File: config.mk
export PLATFORM = sky130hd
export DESIGN_NAME = adc_scan_seq
export DESIGN_NICKNAME = d
export VERILOG_FILES = /design/src/rtl/adc_scan_pkg.sv /design/src/rtl/adc_clk_div.sv /design/src/rtl/adc_core_stub.sv /design/src/rtl/adc_result_reg.sv /design/src/rtl/adc_scan_seq.sv
export SDC_FILE = /design/constraint.sdc
export NUM_CORES = 1
export LEC_CHECK = 0
export ABC_AREA = 1
export BUFFER_PORTS_ARGS = -buffer_cell sky130_fd_sc_hd__buf_2
export CAP_MARGIN = 20
export CELL_PAD_IN_SITES_DETAIL_PLACEMENT = 0
export CELL_PAD_IN_SITES_GLOBAL_PLACEMENT = 1
export CORE_ASPECT_RATIO = 0.8
export CORE_MARGIN = 4
export CORE_UTILIZATION = 28
export CTS_CLUSTER_DIAMETER = 40
export CTS_CLUSTER_SIZE = 8
export DETAILED_ROUTE_END_ITERATION = 6
export PLACE_DENSITY = 0.7
export SLEW_MARGIN = 15
export SYNTH_ARGS = -nofsm -noshare
export SYNTH_HDL_FRONTEND = slang
export SYNTH_SLANG_ARGS = --single-unit
export TNS_END_PERCENT = 30
File: constraint.sdc
create_clock -name clk -period 3.5 [get_ports clk]
set_clock_uncertainty 0.05 [all_clocks]
set_input_delay 0 -clock clk [delete_from_list [all_inputs] [get_ports clk]]
set_output_delay 0 -clock clk [all_outputs]
set_load 0.05 [all_outputs]
File: src/rtl/adc_scan_pkg.sv
package adc_scan_pkg;

    localparam int NCH  = 8;
    localparam int RES  = 10;
    localparam int DIVW = 8;
    localparam int CHW  = $clog2(NCH);
    localparam int CNTW = 4;
    localparam int SW_LEN = 11;

    localparam logic [2:0] ST_NONE = 3'd0;
    localparam logic [2:0] ST_NOW  = 3'd1;
    localparam logic [2:0] ST_TRIG = 3'd2;

    typedef struct packed {
        logic            pwr_en;
        logic [2:0]      clks;
        logic            burst;
        logic            trig_rise;
        logic [2:0]      start_mode;
        logic [DIVW-1:0] div;
        logic [NCH-1:0]  sel;
    } ctl_t;

    localparam int CTLW = $bits(ctl_t);

    typedef struct packed {
        logic [CHW-1:0] ch;
        logic [RES-1:0] val;
    } sample_t;

    function automatic logic [CNTW-1:0] conv_len(logic burst, logic [2:0] clks);
        logic [CNTW-1:0] n;
        n = CNTW'(SW_LEN);
        if (burst) n = n - {1'b0, clks};
        return n;
    endfunction

    function automatic logic [RES-1:0] res_mask(logic burst, logic [2:0] clks);
        logic [RES-1:0] m;
        m = '1;
        if (burst) m = m << clks;
        return m;
    endfunction

    // first selected channel strictly after cur, wrapping around
    function automatic logic [CHW-1:0] next_ch(logic [NCH-1:0] sel, logic [CHW-1:0] cur);
        logic [CHW-1:0] r;
        logic           found;
        r = cur;
        found = 1'b0;
        for (int i = 1; i <= NCH; i++) begin
            logic [CHW-1:0] c;
            c = CHW'((int'(cur) + i) % NCH);
            if (!found && sel[c]) begin
                r = c;
                found = 1'b1;
            end
        end
        return r;
    endfunction

endpackage

File: src/rtl/adc_clk_div.sv
module adc_clk_div
    import adc_scan_pkg::*;
(
    input  logic            clk,
    input  logic            rst,
    input  logic            run,
    input  logic            restart,
    input  logic [DIVW-1:0] div,
    output logic            tick
);
    logic [DIVW-1:0] cnt;

    assign tick = run && (cnt == div);

    always_ff @(posedge clk) begin
        if (rst || restart || !run) cnt <= '0;
        else if (tick)              cnt <= '0;
        else                        cnt <= cnt + DIVW'(1);
    end

    // consecutive ticks only possible with a divide of one
    assert_tick_spacing_R1: assert property (@(posedge clk) disable iff (rst)
        tick && $past(tick) |-> div == '0);

endmodule

File: src/rtl/adc_core_stub.sv
module adc_core_stub
    import adc_scan_pkg::*;
(
    input  logic              clk,
    input  logic              rst,
    input  logic              tick,
    input  logic              start,
    input  logic              abort,
    input  logic [CHW-1:0]    start_ch,
    input  logic [CNTW-1:0]   start_len,
    input  logic [RES-1:0]    start_mask,
    input  logic [NCH*RES-1:0] ain,
    output logic              busy,
    output logic              fin,
    output sample_t           fin_s
);
    logic [CNTW-1:0] cnt;
    logic [CNTW-1:0] len;
    logic [CHW-1:0]  ch;
    logic [RES-1:0]  mask;

    assign fin       = busy && tick && (cnt == len - CNTW'(1));
    assign fin_s.ch  = ch;
    assign fin_s.val = ain[ch*RES +: RES] & mask;

    always_ff @(posedge clk) begin
        if (rst) begin
            busy <= 1'b0;
            cnt  <= '0;
            len  <= '0;
            ch   <= '0;
            mask <= '0;
        end else if (start) begin
            busy <= 1'b1;
            cnt  <= '0;
            len  <= start_len;
            ch   <= start_ch;
            mask <= start_mask;
        end else if (abort || fin) begin
            busy <= 1'b0;
        end else if (busy && tick) begin
            cnt  <= cnt + CNTW'(1);
        end
    end

    assert_count_bounded_R2: assert property (@(posedge clk) disable iff (rst)
        busy |-> cnt < len);

endmodule

File: src/rtl/adc_result_reg.sv
module adc_result_reg
    import adc_scan_pkg::*;
(
    input  logic           clk,
    input  logic           rst,
    input  logic           fin,
    input  sample_t        fin_s,
    input  logic           ack,
    output logic [RES-1:0] result,
    output logic [CHW-1:0] chan,
    output logic           done,
    output logic           overrun
);
    always_ff @(posedge clk) begin
        if (rst) begin
            result  <= '0;
            chan    <= '0;
            done    <= 1'b0;
            overrun <= 1'b0;
        end else if (fin) begin
            result  <= fin_s.val;
            chan    <= fin_s.ch;
            done    <= 1'b1;
            overrun <= done && !ack;
        end else if (ack) begin
            done    <= 1'b0;
            overrun <= 1'b0;
        end
    end

    assert_overrun_implies_done_R10: assert property (@(posedge clk) disable iff (rst)
        overrun |-> done);

endmodule

File: src/rtl/adc_scan_seq.sv
module adc_scan_seq
    import adc_scan_pkg::*;
(
    input  logic                clk,
    input  logic                rst,
    input  logic                ctl_we,
    input  logic [CTLW-1:0]     ctl_wdata,
    input  logic                trig,
    input  logic [NCH*RES-1:0]  ain_codes,
    input  logic                rd_ack,
    output logic [RES-1:0]      rd_result,
    output logic [CHW-1:0]      rd_chan,
    output logic                rd_done,
    output logic                rd_overrun,
    output logic                conv_tick,
    output logic                conv_busy
);
    ctl_t    ctl, wctl, cfg;
    logic    trig_q, edge_hit;
    logic    wr_start, ed_start, chain, core_start;
    logic    fin;
    sample_t fin_s;
    logic [CHW-1:0] start_ch;

    assign wctl = ctl_t'(ctl_wdata);

    always_ff @(posedge clk) begin
        if (rst) begin
            ctl    <= '0;
            trig_q <= 1'b0;
        end else begin
            trig_q <= trig;
            if (ctl_we) ctl <= wctl;
        end
    end

    assign edge_hit = ctl.trig_rise ? (trig && !trig_q) : (!trig && trig_q);

    assign wr_start = ctl_we && wctl.pwr_en && (wctl.sel != '0)
                      && (wctl.burst || wctl.start_mode == ST_NOW);
    assign ed_start = !ctl_we && !conv_busy && ctl.pwr_en && !ctl.burst
                      && (ctl.start_mode >= ST_TRIG) && (ctl.sel != '0) && edge_hit;
    assign chain    = !ctl_we && fin && ctl.burst && ctl.pwr_en;
    assign core_start = wr_start || ed_start || chain;

    assign cfg      = ctl_we ? wctl : ctl;
    assign start_ch = chain ? next_ch(ctl.sel, fin_s.ch)
                            : next_ch(cfg.sel, CHW'(NCH-1));

    adc_clk_div u_div (
        .clk     (clk),
        .rst     (rst),
        .run     (ctl.pwr_en),
        .restart (ctl_we),
        .div     (ctl.div),
        .tick    (conv_tick)
    );

    adc_core_stub u_core (
        .clk        (clk),
        .rst        (rst),
        .tick       (conv_tick),
        .start      (core_start),
        .abort      (ctl_we),
        .start_ch   (start_ch),
        .start_len  (conv_len(cfg.burst, cfg.clks)),
        .start_mask (res_mask(cfg.burst, cfg.clks)),
        .ain        (ain_codes),
        .busy       (conv_busy),
        .fin        (fin),
        .fin_s      (fin_s)
    );

    adc_result_reg u_res (
        .clk     (clk),
        .rst     (rst),
        .fin     (fin),
        .fin_s   (fin_s),
        .ack     (rd_ack),
        .result  (rd_result),
        .chan    (rd_chan),
        .done    (rd_done),
        .overrun (rd_overrun)
    );

    assert_idle_when_off_R7: assert property (@(posedge clk) disable iff (rst)
        !ctl.pwr_en |-> !conv_busy);

    assert_finish_needs_power_R7: assert property (@(posedge clk) disable iff (rst)
        fin |-> ctl.pwr_en);

    assert_burst_channel_selected_R8: assert property (@(posedge clk) disable iff (rst)
        fin && ctl.burst |-> ctl.sel[fin_s.ch]);

endmodule

# [Word-level counts from Yosys, hierarchy flattened]
# Index checks and enable logic that the tools add are counted.
# W data, S select, Z words.
[classes] n_bitwise=2 magnitude_cmp=9 mux=56 shifts=2 eq_ne=4 div_mod_pow=0 add_sub_neg=12 mul=1 reduce_logical=67
[op_table] operator="$shiftx A80 B8 Y10" n=1
[op_table] operator="$mux W3" n=17
[op_table] operator="$logic_and A1 B1 Y1" n=32
[op_table] operator="$lt A3 B4 Y1 const B" n=8
[op_table] operator="$mux W1" n=28
[op_table] operator="$bmux W1 S3" n=8
[op_table] operator="$mux W24" n=1
[op_table] operator="$logic_not A1 Y1" n=21
[op_table] operator="$reduce_bool A8 Y1" n=2
[op_table] operator="$add A3 B3 Y3 const B" n=4
[op_table] operator="$and A10 B10 Y10" n=1
[op_table] operator="$mux W10" n=1
[op_table] operator="$shl A10 B3 Y10 const A" n=1
[op_table] operator="$ne A9 B1 Y1 const B" n=1
[op_table] operator="$add A8 B1 Y8 const B" n=1
[op_table] operator="$eq A8 B8 Y1" n=1
[op_table] operator="$add A3 B1 Y3 const B" n=2
[op_table] operator="$add A3 B2 Y3 const B" n=2
[op_table] operator="$logic_or A1 B1 Y1" n=6
[op_table] operator="$mul A3 B3 Y6 const B" n=1
[op_table] operator="$add A4 B1 Y4 const B" n=1
[op_table] operator="$eq A4 B4 Y1" n=1
[op_table] operator="$mux W4" n=1
[op_table] operator="$reduce_and A2 Y1" n=2
[op_table] operator="other kinds (7)" n=9
[totals] elab_cells=171 latch_bits=0 memories=0 reg_bits=71 ramBits=0 output_inout_bits=17 romBits=0

# [Longest topological paths before layout]
[depth] word_depth=26 ltp_mapped=20 depth_no_buf=17

# [Hierarchy]
# Synthesis repeated with hierarchy kept, for this count alone.
[hier_totals] cells_unflattened=718 hier_area_um2=4585.6
[modules_own_cells] module="adc_scan_seq" cells_per_inst=287 instances=1 area_per_inst_um2=1881.8
[modules_own_cells] module="adc_core_stub" cells_per_inst=277 instances=1 area_per_inst_um2=1634.1
[modules_own_cells] module="adc_result_reg" cells_per_inst=66 instances=1 area_per_inst_um2=535.5
[modules_own_cells] module="adc_clk_div" cells_per_inst=88 instances=1 area_per_inst_um2=534.3

# [Worst setup path before layout]
# No wires, ideal clock.
[synth_path] kind="reg-to-reg" start="register u_core.ch[0]" end="register u_core.ch[1]" setup_slack_ns=0.881 stages_incl_launch_ff=18 synth_period_minus_slack_ns=2.619 setup_time_ns=0.131 t_arrival_ns=2.438 cell_sequence="dfxtp_1 > inv_2 > buf_6 > clkbuf_1 > clkbuf_1 > ha_1 > inv_1 > nand3_1 > nand2_1 > nor2_1 > nor2_2 > nand4_1 > nor2_2 > nand2_2 > nand3b_4 > inv_1 > nand3_1 > a21oi_2"
[synth_between] elab_chain_len=26 elab_cells_between_ends=56
[synth_lines] item="start: declaration" line_no="adc_core_stub.sv:19" rtl="logic [CHW-1:0] ch;"
[synth_lines] item="start signal: assignment" line_no="adc_core_stub.sv:37" rtl="ch <= start_ch;"
[synth_lines] item="$add A3 B1 Y3" line_no="adc_scan_pkg.sv:53" rtl="c = CHW'((int'(cur) + i) % NCH);"
[synth_lines] item="$bmux W1 S3" line_no="adc_scan_pkg.sv:54" rtl="if (!found && sel[c]) begin"
[synth_lines] item="$mux W1 (implied by the code)" line_no="adc_scan_pkg.sv:54"
[synth_lines] item="$mux W1" line_no="adc_scan_pkg.sv:54"
[synth_lines] item="$logic_not A1 Y1" line_no="adc_scan_pkg.sv:54"
[synth_lines] item="$logic_and A1 B1 Y1" line_no="adc_scan_pkg.sv:54"
[synth_lines] item="$mux W1" line_no="adc_scan_pkg.sv:54"
[synth_lines] item="$logic_not A1 Y1" line_no="adc_scan_pkg.sv:54"
[synth_lines] item="(+10 left out)"
[synth_lines] item="$mux W1" line_no="adc_scan_pkg.sv:54"
[synth_lines] item="$logic_not A1 Y1" line_no="adc_scan_pkg.sv:54"
[synth_lines] item="$logic_and A1 B1 Y1" line_no="adc_scan_pkg.sv:54"
[synth_lines] item="$mux W1" line_no="adc_scan_pkg.sv:54"
[synth_lines] item="$logic_not A1 Y1" line_no="adc_scan_pkg.sv:54"
[synth_lines] item="$logic_and A1 B1 Y1" line_no="adc_scan_pkg.sv:54"
[synth_lines] item="$ne A9 B1 Y1 (no line) or $mux W3 (tied branches)"
[synth_lines] item="$reduce_and A2 Y1 (no line) or $mux W3 (tied branches)"
# Parallel ways exist; a longest one is shown, timed or not. The select of a mux whose other input is x is not followed.
# A chain may end at the register's enable or synchronous reset.

# [Final worst setup path]
[layout_path] start="register u_core.ch[2]" end="register u_core.ch[0]"
# Same word-level chain as after synthesis.

==> results by group <==
Route
  – Initial DRT Pass Iterations: 5
  – Vias: 4719
  – DRC: 0
  – Via density per instance: 4.84
  – WL per Instance: 15.0 um
  – Initial drt markers: 238
  – DRT Wirelength: 14600 um
  – Number of nets still failing antenna checks after routing: 0

Global routing
  – GRT Resource Usage Total: 16.7%
  – GRT met3 Usage: 3.45%
  – First-pass GRT wire length: 23700 um
  – Antenna violations before repair: 0
  – Vias in the first global route: 4586
  – Met1 Usage GRT: 23.5%
  – Most used routing layer: met2
  – Largest net degree at the start of global routing: 49
  – GR Overflow Total: 0
  – Met2 GRT Util: 26.1%

Cells and area
  – Seq. cell area: 0.00134 mm2
  – Fill cells: 1625
  – Layout Nets: 895
  – Diodes inserted: 0
  – Share of cells above drive strength 1: 24.6%
  – Multi-input logic area: 0.00259 mm2
  – Area Growth Syn to Fin: 28.3%

STA
  – Final setup TNS: 0 ns
  – Maximum clock frequency: 0.366 GHz
  – Setup ws final: 0.771 ns
  – Fin Hold WS: -0.00112 ns
  – Final period util: 78.0%
  – Tightest Pin Transition: 0.981 ns
  – Period minus WS final: 2.73 ns
  – Slew margin rel.: 34.5%
  – Fin. max-slew vios: 0
  – RSZ-0062 raised after global routing: no
  – Final Hold Viols: 1
  – Endpoints failing setup: 0

Yosys
  – Synth Cell Area: 0.00429 mm2
  – Top FF cell, synth: dfxtp_1
  – Unique masters post-synth: 52
  – Syn Inst Count: 646
  – Yosys top cell area share: 31.3%
  – Ys async rst share: 0%
  – Yosys warning total: 0
  – #FFs+latches synth: 67
  – Post-synth EDFFs: 0
  – Synth area leaders: dfxtp_1 (31%), nor2_1 (12%), nand2_1 (10%), o21ai_0 (7.7%), nand3_1 (4.7%)
  – Syn Area/Cell: 6.63 um2
  – Synth Net Count: 761
  – Seq/Total Area, Yosys: 31.3%
  – Top cell type by total area after synthesis: dfxtp_1

Hold path
  – Hold Path Origin: ctl_wdata[4]
  – Hold path endpoint: ctl[4]
  – Worst Hold Path Cells: 5
  – Hold Path Class: input port to register

Status
  – Outcome: finished, violations left
  – Failing checks: hold timing

Worst setup path
  – Critical path launch point type: register
  – Critical path arrival: 2.94 ns
  – CP endpoint kind: register
  – R2R Path Start: u_core.ch[2]
  – Worst path depth: 13
  – Crit-path slowest cell: dfxtp_1
  – CP Max Fanout: 8
  – Critical path, cell by cell: nand2_4, inv_1, nand2_1, nand2_1, nor2_2, inv_1, nand3_1, nor2_1, nand3b_4, nor2_1, nand3_2, nand2_1, nor2_1
  – WP data required: 3.71 ns
  – Crit path buf inv count: 2
  – RR Endpoint: u_core.ch[0]
  – Critical path class: register to register
  – R2R cell count: 13
  – Worst reg2reg setup slack: 0.77 ns
  – Cell family with most CP delay: simple AND/OR/NAND/NOR gates
  – Worst path max stage delay: 0.97 ns

Clock network
  – Number of setup buffers added after CTS: 0
  – Clk buf depth: 2
  – CTS buffer count: 9
  – Clock Sinks: 67
  – CTS tree: built
  – H-tree levels: 3
  – Worst-path clk slew: 0.06 ns
  – CTS root buf: clkbuf_16
  – Worst-Skew Late Latency: 0.33 ns
  – Post_cts resized: 0

Placed design
  – Port-buffer cells: 126
  – Gpl congestion: 0.863
  – Post-Place Setup Slack: 0.767 ns
  – Post-DP HPWL: 11400 um

Floorplan
  – Die Span X: 146 um
  – Area of the core: 0.0150 mm2
  – Row count: 40
  – Die area: 0.0174 mm2
  – Ports: 127
  – Initial Util: 28.5%
  – Die height: 119 um

Power and ir drop
  – Leak pwr: 2.56 nW
  – Peak VDD IR: 250 uV
  – Pwr dens: 379 mW/mm2

Run
  – Max_cap viols: 0
[how the worst max path moves through the flow]
stage	slack, ns	from	end
3_3_place_gp	0.79	u_core.ch[2]	u_core.ch[0]
6_report	0.77	u_core.ch[2]	u_core.ch[0]
2_1_floorplan	0.88	u_core.ch[0]	u_core.ch[1]
5_1_grt	0.55	u_core.ch[2]	u_core.ch[0]
4_1_cts	0.74	u_core.ch[2]	u_core.ch[0]
3_5_place_dp	0.77	u_core.ch[2]	u_core.ch[0]
[report_power, final]
group	switching [mW]	internal, mW	leakage (nW)
clock	0.353	0.505	0.139
combinational	0.255	0.156	1.88
sequential	0.0244	0.792	0.548
total	0.633	1.45	2.56
[logic make-up (layout without fill, tap and decap cells)]
| family | after synthesis | count (layout) | synth area share, % |
|---|---|---|---|
| AO/OA/AOI/OAI | 123 | 123 | 15.9 |
| XOR/XNOR | 13 | 13 | 3.18 |
| adder cells (fa/ha/maj) | 5 | 5 | 1.46 |
| buffers and inverters | 80 | 219 | 8.20 |
| flip-flops | 67 | 67 | 31.3 |
| multiplexers | 3 | 3 | 0.701 |
| AND/OR/NAND/NOR | 355 | 355 | 39.3 |
[layout by cell type (no fill, tap or decap), types with 4 or more instances in the layout]
cell / instances
nand2_1: 116
inv_4: 4
nand2_4: 5
nor2_4: 4
xor2_1: 6
inv_1: 48
o22ai_1: 9
nand2_2: 4
clkbuf_16: 9
buf_2: 126
xnor2_1: 4
nor2_1: 136
dfxtp_1: 67
nand3_2: 6
o21ai_1: 4
dlygate4sd3_1: 16
nand3_1: 40
nand4_1: 14
a21oi_1: 26
inv_2: 6
ha_1: 5
o21ai_0: 66
nor2_2: 4
nor3_1: 11
[metrics by stage]
stage          cells  utilization, %  power [mW]  cell area (um2)
3_5_place_dp     942            33.6        1.23             5050
2_1_floorplan    646               -        1.09             4290
3_3_place_gp     942            33.6        1.23             5050
4_1_cts          974            36.6        2.11             5500
6_report         974            36.6        2.09             5500
5_1_grt          974            36.6        2.21             5500
[cells in the mapped netlist (4+ instances only)]
cell type	count
a21oi_1	26
ha_1	5
inv_4	4
buf_2	5
nor2_2	4
nand4_1	14
xnor2_1	4
nor3_1	11
clkbuf_1	10
inv_2	6
nand2_2	4
inv_1	48
nor2_4	4
nand3_2	6
o21ai_0	66
dfxtp_1	67
o22ai_1	9
nand3_1	40
nand2_4	5
o21ai_1	4
nor2_1	136
xor2_1	6
nand2_1	116
[state kept, by name (all words and copies together) (netlist names)]
name / flops
u_res.done: 1
u_core.mask: 8
u_res.result: 10
u_core.len: 3
ctl: 24
u_div.cnt: 8
u_res.chan: 3
u_res.overrun: 1
trig_q: 1
u_core.cnt: 4
u_core.busy: 1
u_core.ch: 3
[final cells by class]
type | count | area share, %
clock buffers | 10 | 4.35
clock inverters | 6 | 0.865
inverters | 58 | 4.14
multi-input cells | 499 | 47.2
flip-flops and latches | 67 | 24.4
well taps | 189 | 4.30
repair buffers | 145 | 14.8
[what timing repair did]
item	CTS	global route
hold buffers	16	0
setup endpoints to repair	0	0
hold endpoints to repair	17	0
[routing by layer]
metal | share of wire [%] | vias up
met3 | 7.2 | 20
met2 | 43 | 154
met4 | 1.6 | 0
met5 | 0 | -
met1 | 48 | 2141
li1 | - | 2404
[worst register-to-register path: stages (launching register included)]
cell      delay (ns)
dfxtp_1         0.97
nand2_4         0.21
inv_1           0.30
nand2_1         0.09
nand2_1         0.13
nor2_2          0.07
inv_1           0.12
nand3_1         0.17
nor2_1          0.15
nand3b_4        0.15
nor2_1          0.07
nand3_2         0.06
nand2_1         0.05
nor2_1          0.10
Note: power is estimated with default switching activity, not from simulation.
